## src/rtl/tile_xbar_pkg.sv

```systemverilog
package tile_xbar_pkg;
  localparam int NPORT = 5;
  localparam int SELW  = 3;
  localparam int IW    = NPORT * SELW;

  typedef enum logic [SELW-1:0] {
    SRC_IDLE  = 3'd0,
    SRC_NORTH = 3'd1,
    SRC_SOUTH = 3'd2,
    SRC_EAST  = 3'd3,
    SRC_WEST  = 3'd4,
    SRC_CORE  = 3'd5
  } src_sel_e;

  // source code that selects input port p
  function automatic logic [SELW-1:0] port_code(input int p);
    return SELW'(p + 1);
  endfunction
endpackage

```

## src/rtl/xbar_sched_ctrl.sv

```systemverilog
module xbar_sched_ctrl #(
  parameter int AW = 4
) (
  input  logic          clk,
  input  logic          rst,
  input  logic          run_en,
  input  logic          len_we,
  input  logic [AW-1:0] len_in,
  output logic [AW-1:0] rd_addr,
  output logic          rd_en,
  output logic          act
);
  logic [AW-1:0] pc;
  logic [AW-1:0] len_q;
  logic [AW-1:0] slot_nxt;

  // slot that becomes current at the next edge
  always_comb begin
    if (!act)               slot_nxt = '0;
    else if (pc == len_q)   slot_nxt = '0;
    else                    slot_nxt = pc + AW'(1);
  end

  assign rd_addr = slot_nxt;
  assign rd_en   = run_en;

  always_ff @(posedge clk) begin
    if (rst) begin
      pc    <= '0;
      act   <= 1'b0;
      len_q <= '0;
    end else begin
      act <= run_en;
      pc  <= run_en ? slot_nxt : '0;
      if (len_we && !run_en) len_q <= len_in;
    end
  end

  a_r7_pc_in_range: assert property (@(posedge clk) disable iff (rst)
    act |-> (pc <= len_q));
  a_r7_wrap_to_zero: assert property (@(posedge clk) disable iff (rst)
    (act && $past(act) && ($past(pc) == $past(len_q))) |-> (pc == '0));
  a_r8_restart_slot0: assert property (@(posedge clk) disable iff (rst)
    $rose(act) |-> (pc == '0));
  a_r9_len_frozen: assert property (@(posedge clk) disable iff (rst)
    (act && $past(act)) |-> $stable(len_q));
endmodule

```

## src/rtl/xbar_instr_mem.sv

```systemverilog
module xbar_instr_mem #(
  parameter int AW = 4,
  parameter int IW = 15
) (
  input  logic          clk,
  input  logic          we,
  input  logic [AW-1:0] waddr,
  input  logic [IW-1:0] wdata,
  input  logic          re,
  input  logic [AW-1:0] raddr,
  output logic [IW-1:0] rdata
);
  localparam int DEPTH = 1 << AW;

  logic [IW-1:0] mem [DEPTH];

  always_ff @(posedge clk) begin
    if (we) mem[waddr] <= wdata;
  end

  always_ff @(posedge clk) begin
    if (re) rdata <= mem[raddr];
  end

  a_r9_no_write_during_read: assert property (@(posedge clk)
    !(we && re));
endmodule

```

## src/rtl/xbar_switch.sv

```systemverilog
module xbar_switch
  import tile_xbar_pkg::*;
#(
  parameter int DW = 16
) (
  input  logic                      clk,
  input  logic                      rst,
  input  logic                      act,
  input  logic [IW-1:0]             instr,
  input  logic [NPORT-1:0]          in_valid,
  input  logic [NPORT-1:0][DW-1:0]  in_data,
  output logic [NPORT-1:0]          out_valid,
  output logic [NPORT-1:0][DW-1:0]  out_data
);
  for (genvar o = 0; o < NPORT; o++) begin : g_out
    logic [SELW-1:0] sel;
    logic            src_v;
    logic [DW-1:0]   src_d;

    assign sel = instr[o*SELW +: SELW];

    always_comb begin
      src_v = 1'b0;
      src_d = '0;
      for (int p = 0; p < NPORT; p++) begin
        if (sel == port_code(p)) begin
          src_v = in_valid[p];
          src_d = in_data[p];
        end
      end
    end

    always_ff @(posedge clk) begin
      if (rst) begin
        out_valid[o] <= 1'b0;
        out_data[o]  <= '0;
      end else begin
        out_valid[o] <= act && src_v;
        out_data[o]  <= (act && src_v) ? src_d : '0;
      end
    end

    a_r8_idle_when_stopped: assert property (@(posedge clk) disable iff (rst)
      !act |=> !out_valid[o]);
    a_r3_idle_zero: assert property (@(posedge clk) disable iff (rst)
      !out_valid[o] |-> (out_data[o] == '0));
  end
endmodule

```

## src/rtl/tile_xbar_switch.sv

```systemverilog
module tile_xbar_switch
  import tile_xbar_pkg::*;
#(
  parameter int DW = 16,
  parameter int AW = 4
) (
  input  logic                      clk,
  input  logic                      rst,
  input  logic                      run_en,
  input  logic                      cfg_we,
  input  logic [AW-1:0]             cfg_addr,
  input  logic [IW-1:0]             cfg_wdata,
  input  logic                      cfg_len_we,
  input  logic [AW-1:0]             cfg_len,
  input  logic [NPORT-1:0]          in_valid,
  input  logic [NPORT-1:0][DW-1:0]  in_data,
  output logic [NPORT-1:0]          out_valid,
  output logic [NPORT-1:0][DW-1:0]  out_data
);
  logic [AW-1:0] rd_addr;
  logic          rd_en;
  logic          act;
  logic [IW-1:0] instr;
  logic          mem_we;

  assign mem_we = cfg_we && !run_en;

  xbar_sched_ctrl #(.AW(AW)) u_ctrl (
    .clk     (clk),
    .rst     (rst),
    .run_en  (run_en),
    .len_we  (cfg_len_we),
    .len_in  (cfg_len),
    .rd_addr (rd_addr),
    .rd_en   (rd_en),
    .act     (act)
  );

  xbar_instr_mem #(.AW(AW), .IW(IW)) u_mem (
    .clk   (clk),
    .we    (mem_we),
    .waddr (cfg_addr),
    .wdata (cfg_wdata),
    .re    (rd_en),
    .raddr (rd_addr),
    .rdata (instr)
  );

  xbar_switch #(.DW(DW)) u_xbar (
    .clk       (clk),
    .rst       (rst),
    .act       (act),
    .instr     (instr),
    .in_valid  (in_valid),
    .in_data   (in_data),
    .out_valid (out_valid),
    .out_data  (out_data)
  );

  a_r6_first_edge_idle: assert property (@(posedge clk) disable iff (rst)
    $rose(act) |-> (out_valid == '0));
endmodule

```

## config.mk

```make
export PLATFORM = sky130hd
export DESIGN_NAME = tile_xbar_switch
export DESIGN_NICKNAME = d
export VERILOG_FILES = /design/src/rtl/tile_xbar_pkg.sv /design/src/rtl/xbar_sched_ctrl.sv /design/src/rtl/xbar_instr_mem.sv /design/src/rtl/xbar_switch.sv /design/src/rtl/tile_xbar_switch.sv
export SDC_FILE = /design/constraint.sdc
export NUM_CORES = 1
export LEC_CHECK = 0
export ABC_AREA = 1
export ABC_CLOCK_PERIOD_IN_PS = 2400
export BUFFER_PORTS_ARGS = -buffer_cell sky130_fd_sc_hd__buf_2
export CORE_MARGIN = 2
export CORE_UTILIZATION = 29
export DETAILED_ROUTE_END_ITERATION = 6
export PLACE_DENSITY = 0.55
export SYNTH_ARGS = -nofsm -noshare
export SYNTH_HDL_FRONTEND = slang
export SYNTH_SLANG_ARGS = --single-unit
export TNS_END_PERCENT = 1
```

## constraint.sdc

```tcl
create_clock -name clk -period 2.4 [get_ports clk]
set_input_delay 0.36 -clock clk [delete_from_list [all_inputs] [get_ports clk]]
set_output_delay 0.36 -clock clk [all_outputs]
set_load 0.01 [all_outputs]
```

==> metrics.json <==
{
  "run_status": "finished clean",
  "clockRootBuffer": "sky130_fd_sc_hd__clkbuf_16",
  "timing.final.crit_share": 0.916,
  "worst-endpoint-required_ns": 2.71,
  "route.final.wire_length_um": 54500,
  "dieWidth_um": 238,
  "cts_sinks": 349,
  "coreArea_sq_mm": 0.0539,
  "ioPinCount": 198,
  "gr-max-usage-layer": "met2",
  "clock_tree.htree_level_count": 2,
  "fmax_mhz": 455,
  "hold_violations": 0,
  "fin_skew_ns": 0.0140,
  "criticalPathCategory": "flip-flop to flip-flop",
  "worstSetupEndpointType": "flip-flop",
  "hold_path.class": "primary input to flip-flop",
  "netlist_area_sq_mm": 0.0159,
  "grt_first_pass_wirelength_um": 80900,
  "critical_path_arrival_ns": 2.51,
  "dieArea_sq_mm": 0.0566,
  "stdcell_area_sq_mm": 0.0194,
  "ir_worst_vdd_mv": 0.472,
  "ctsLongestPathBuffers": 3,
  "detail_route.wl_per_cell_um": 20.8,
  "drc": 0,
  "pin_count_of_the_biggest_net_entering_global_routing": 79,
  "ys_warn_count": 0,
  "post-synth-top-area-fraction": 0.483,
  "pd_cells_mw_per_mm2": 695,
  "hold_depth": 2,
  "dp_hpwl_um": 33700,
  "utilization": 0.360,
  "gr-total-overflow": 0,
  "yosys-top-cells-area": "sky130_fd_sc_hd__edfxtp_1, sky130_fd_sc_hd__dfxtp_1, sky130_fd_sc_hd__nand2_1, sky130_fd_sc_hd__nand3_1, sky130_fd_sc_hd__o221ai_1",
  "io_buffers": 197,
  "p_comb_frac": 0.097,
  "number_of_antenna_violations_at_the_first_check_in_global_routing": 8,
  "final_net_count": 1998,
  "use_met2": 0.294,
  "timing_worst_slew_pin_value_ns": 0.826,
  "synthDominantAreaCellType": "sky130_fd_sc_hd__edfxtp_1",
  "power_switching_w": 0.00339,
  "clkSlewWorstSetupHoldPaths_ns": 0.06,
  "globalRouteMet3Util": 0.0429,
  "yosys_most_used_dff": "sky130_fd_sc_hd__edfxtp_1",
  "final.hold.worst_slack_ns": 0.0300,
  "synth_fp_nets": 1781,
  "grt.met1_usage": 0.254,
  "grt_usage": 0.187,
  "drt_first_pass_iters": 6,
  "synth_cell_type_count": 25,
  "cts_inserted_buffers": 38,
  "tritoncts": "done",
  "initialDrtViolationCount": 1554,
  "cap_viol_max_count": 0,
  "synth.cells.most_frequent": "sky130_fd_sc_hd__nand2_1, sky130_fd_sc_hd__nand3_1, sky130_fd_sc_hd__edfxtp_1, sky130_fd_sc_hd__inv_1, sky130_fd_sc_hd__dfxtp_1",
  "final_setup_violation_count": 0,
  "dpl_cell_area_sq_mm": 0.0182,
  "drive_gt1_frac": 0.183,
  "switching_share": 0.252,
  "seq_area_frac_synth": 0.601,
  "synth-async-reset-ratio": 0,
  "synth_edf_count": 255,
  "via_count": 13700,
  "ys_seq_elements": 349,
  "rsz0062_at_grt": "false",
  "final_antenna_net_count": 0,
  "totalPowerFinal_w": 0.0135,
  "final_max_slew_viol_count": 0,
  "via_per_inst": 5.25,
  "initial_core_util": 0.294,
  "worstPathMaxFanout": 11,
  "first_global_vias": 13200,
  "timing.reg2reg.worst_path_depth": 11,
  "intPower_w": 0.0101,
  "leakagePower_nw": 7.83,
  "fp-row-count": 85,
  "chipHeight_um": 238,
  "critical_path_launch_point_type": "flip-flop",
  "share_clk_of_total_power": 0.413,
  "insertion_delay_ns": 0.56,
  "max-slew-margin-rel": 0.448,
  "post_synth.cell_area_avg_sq_um": 9.52,
  "final.min_clock_period_ns": 2.20,
  "seq_pwr_share": 0.490,
  "syn-instance-count": 1667,
  "synthMostInstantiatedCell": "sky130_fd_sc_hd__nand2_1",
  "areaGrowthSynthToFinish_pct": 22.3,
  "final_weighted_congestion_of_routability_driven_global_placement": 0.861
}
[layout make-up]
| type | instances | area [sq um] |
|---|---|---|
| Fill cell | 5407 | 34500 |
| Sequential cell | 349 | 9540 |
| Clock buffer | 49 | 1010 |
| Antenna cell | 4 | 10.0 |
| Clock inverter | 19 | 148 |
| Multi-Input combinational cell | 1043 | 5290 |
| Timing Repair Buffer | 274 | 1860 |
| Tap cell | 696 | 871 |
| Inverter | 178 | 668 |
[state kept, by name (all words and copies together) (netlist names)]
name,flops
u_mem.rdata,15
u_ctrl.act,1
u_ctrl.pc,4
u_xbar.out_data,80
u_mem.mem,240
u_ctrl.len_q,4
u_xbar.out_valid,5
[layout by cell type, fill, tap and decap left out]
cell and instances:
sky130_fd_sc_hd__buf_4 53, sky130_fd_sc_hd__inv_1 177, sky130_fd_sc_hd__diode_2 4, sky130_fd_sc_hd__nand3_1 257, sky130_fd_sc_hd__clkbuf_1 8, sky130_fd_sc_hd__nand3b_1 47, sky130_fd_sc_hd__clkbuf_8 2, sky130_fd_sc_hd__o221ai_1 80
sky130_fd_sc_hd__buf_2 197, sky130_fd_sc_hd__buf_12 24, sky130_fd_sc_hd__nor2_4 4, sky130_fd_sc_hd__o21ai_0 84, sky130_fd_sc_hd__a31oi_1 80, sky130_fd_sc_hd__clkinv_8 1, sky130_fd_sc_hd__nor2_2 7, sky130_fd_sc_hd__nand3_2 3
sky130_fd_sc_hd__inv_4 1, sky130_fd_sc_hd__clkbuf_16 38, sky130_fd_sc_hd__clkinv_1 6, sky130_fd_sc_hd__clkbuf_2 1, sky130_fd_sc_hd__o211ai_1 3, sky130_fd_sc_hd__nor3_2 5, sky130_fd_sc_hd__inv_16 1, sky130_fd_sc_hd__nor2_1 31
sky130_fd_sc_hd__o2111ai_1 2, sky130_fd_sc_hd__nand2_1 426, sky130_fd_sc_hd__inv_2 1, sky130_fd_sc_hd__edfxtp_1 255, sky130_fd_sc_hd__clkinv_2 7, sky130_fd_sc_hd__a21oi_1 6, sky130_fd_sc_hd__o22ai_1 3, sky130_fd_sc_hd__inv_6 2
sky130_fd_sc_hd__nand2_4 2, sky130_fd_sc_hd__dfxtp_1 94, sky130_fd_sc_hd__ha_1 1, sky130_fd_sc_hd__bufinv_16 1, sky130_fd_sc_hd__xor2_1 2
[power by group through the flow]
stage                     sequential, W  combinational [W]  clock [W]
after floorplan                 0.00673           0.000679          0
after global placement          0.00673            0.00126          0
after detailed placement        0.00674            0.00127          0
after CTS                       0.00661            0.00128    0.00567
after global routing            0.00661            0.00141    0.00591
final                           0.00661            0.00130    0.00557
[final timing paths]
check / start / end / slack (ns)
setup reg to reg: u_ctrl.pc[0]$_SDFF_PP0_ / u_mem.rdata[13]$_DFFE_PP_ / 0.20
hold / removal: rst / u_ctrl.act$_SDFF_PP0_ / 0.03
setup / recovery: u_ctrl.pc[0]$_SDFF_PP0_ / u_mem.rdata[13]$_DFFE_PP_ / 0.20
hold reg to reg: u_ctrl.len_q[3]$_SDFFE_PP0P_ / u_ctrl.len_q[3]$_SDFFE_PP0P_ / 0.47
[cells by family after synthesis]
| kind of cell | after synthesis | share of synthesized area |
|---|---|---|
| compound gates | 258 | 0.108 |
| xor+xnor | 2 | 0.00110 |
| fa+ha+maj | 1 | 0.000788 |
| buf+inv | 277 | 0.0694 |
| flops | 349 | 0.601 |
| simple gates | 780 | 0.220 |
[layer usage]
layer / up-vias / share of wire
met5: - / 0.0015
met4: 14 / 0.030
met3: 165 / 0.094
met2: 716 / 0.44
met1: 6515 / 0.43
li1: 6302 / -
[worst max-delay path: stages, from the launching register on]
cell and delay [ns]:
sky130_fd_sc_hd__dfxtp_1 0.41, sky130_fd_sc_hd__nand2_1 0.07, sky130_fd_sc_hd__nand2_1 0.07, sky130_fd_sc_hd__nor2_1 0.06
sky130_fd_sc_hd__nand2_4 0.06, sky130_fd_sc_hd__nand2_1 0.22, sky130_fd_sc_hd__buf_4 0.24, sky130_fd_sc_hd__nor2_4 0.28
sky130_fd_sc_hd__inv_1 0.10, sky130_fd_sc_hd__buf_4 0.22, sky130_fd_sc_hd__nand3_1 0.15, sky130_fd_sc_hd__nand2_1 0.07
[metrics by stage]
step | setup TNS (ns) | std cells | worst slack, ns
after global placement | -0.147 | 2538 | -0.0430
after CTS | 0 | 2607 | 0.0508
final | 0 | 2612 | 0.202
after global routing | 0 | 2609 | 0.0523
after floorplan | 0 | 1667 | 0.637
after detailed placement | -0.493 | 2538 | -0.110
[timing repair]
action                                  CTS  global route
resized for setup                         1             1
cloned                                    1             1
setup buffers                             0             0
endpoints found under the setup margin    6            11
hold buffers                              0             0
pin swaps                                 1             1
Note: power is estimated with default switching activity, not from simulation.
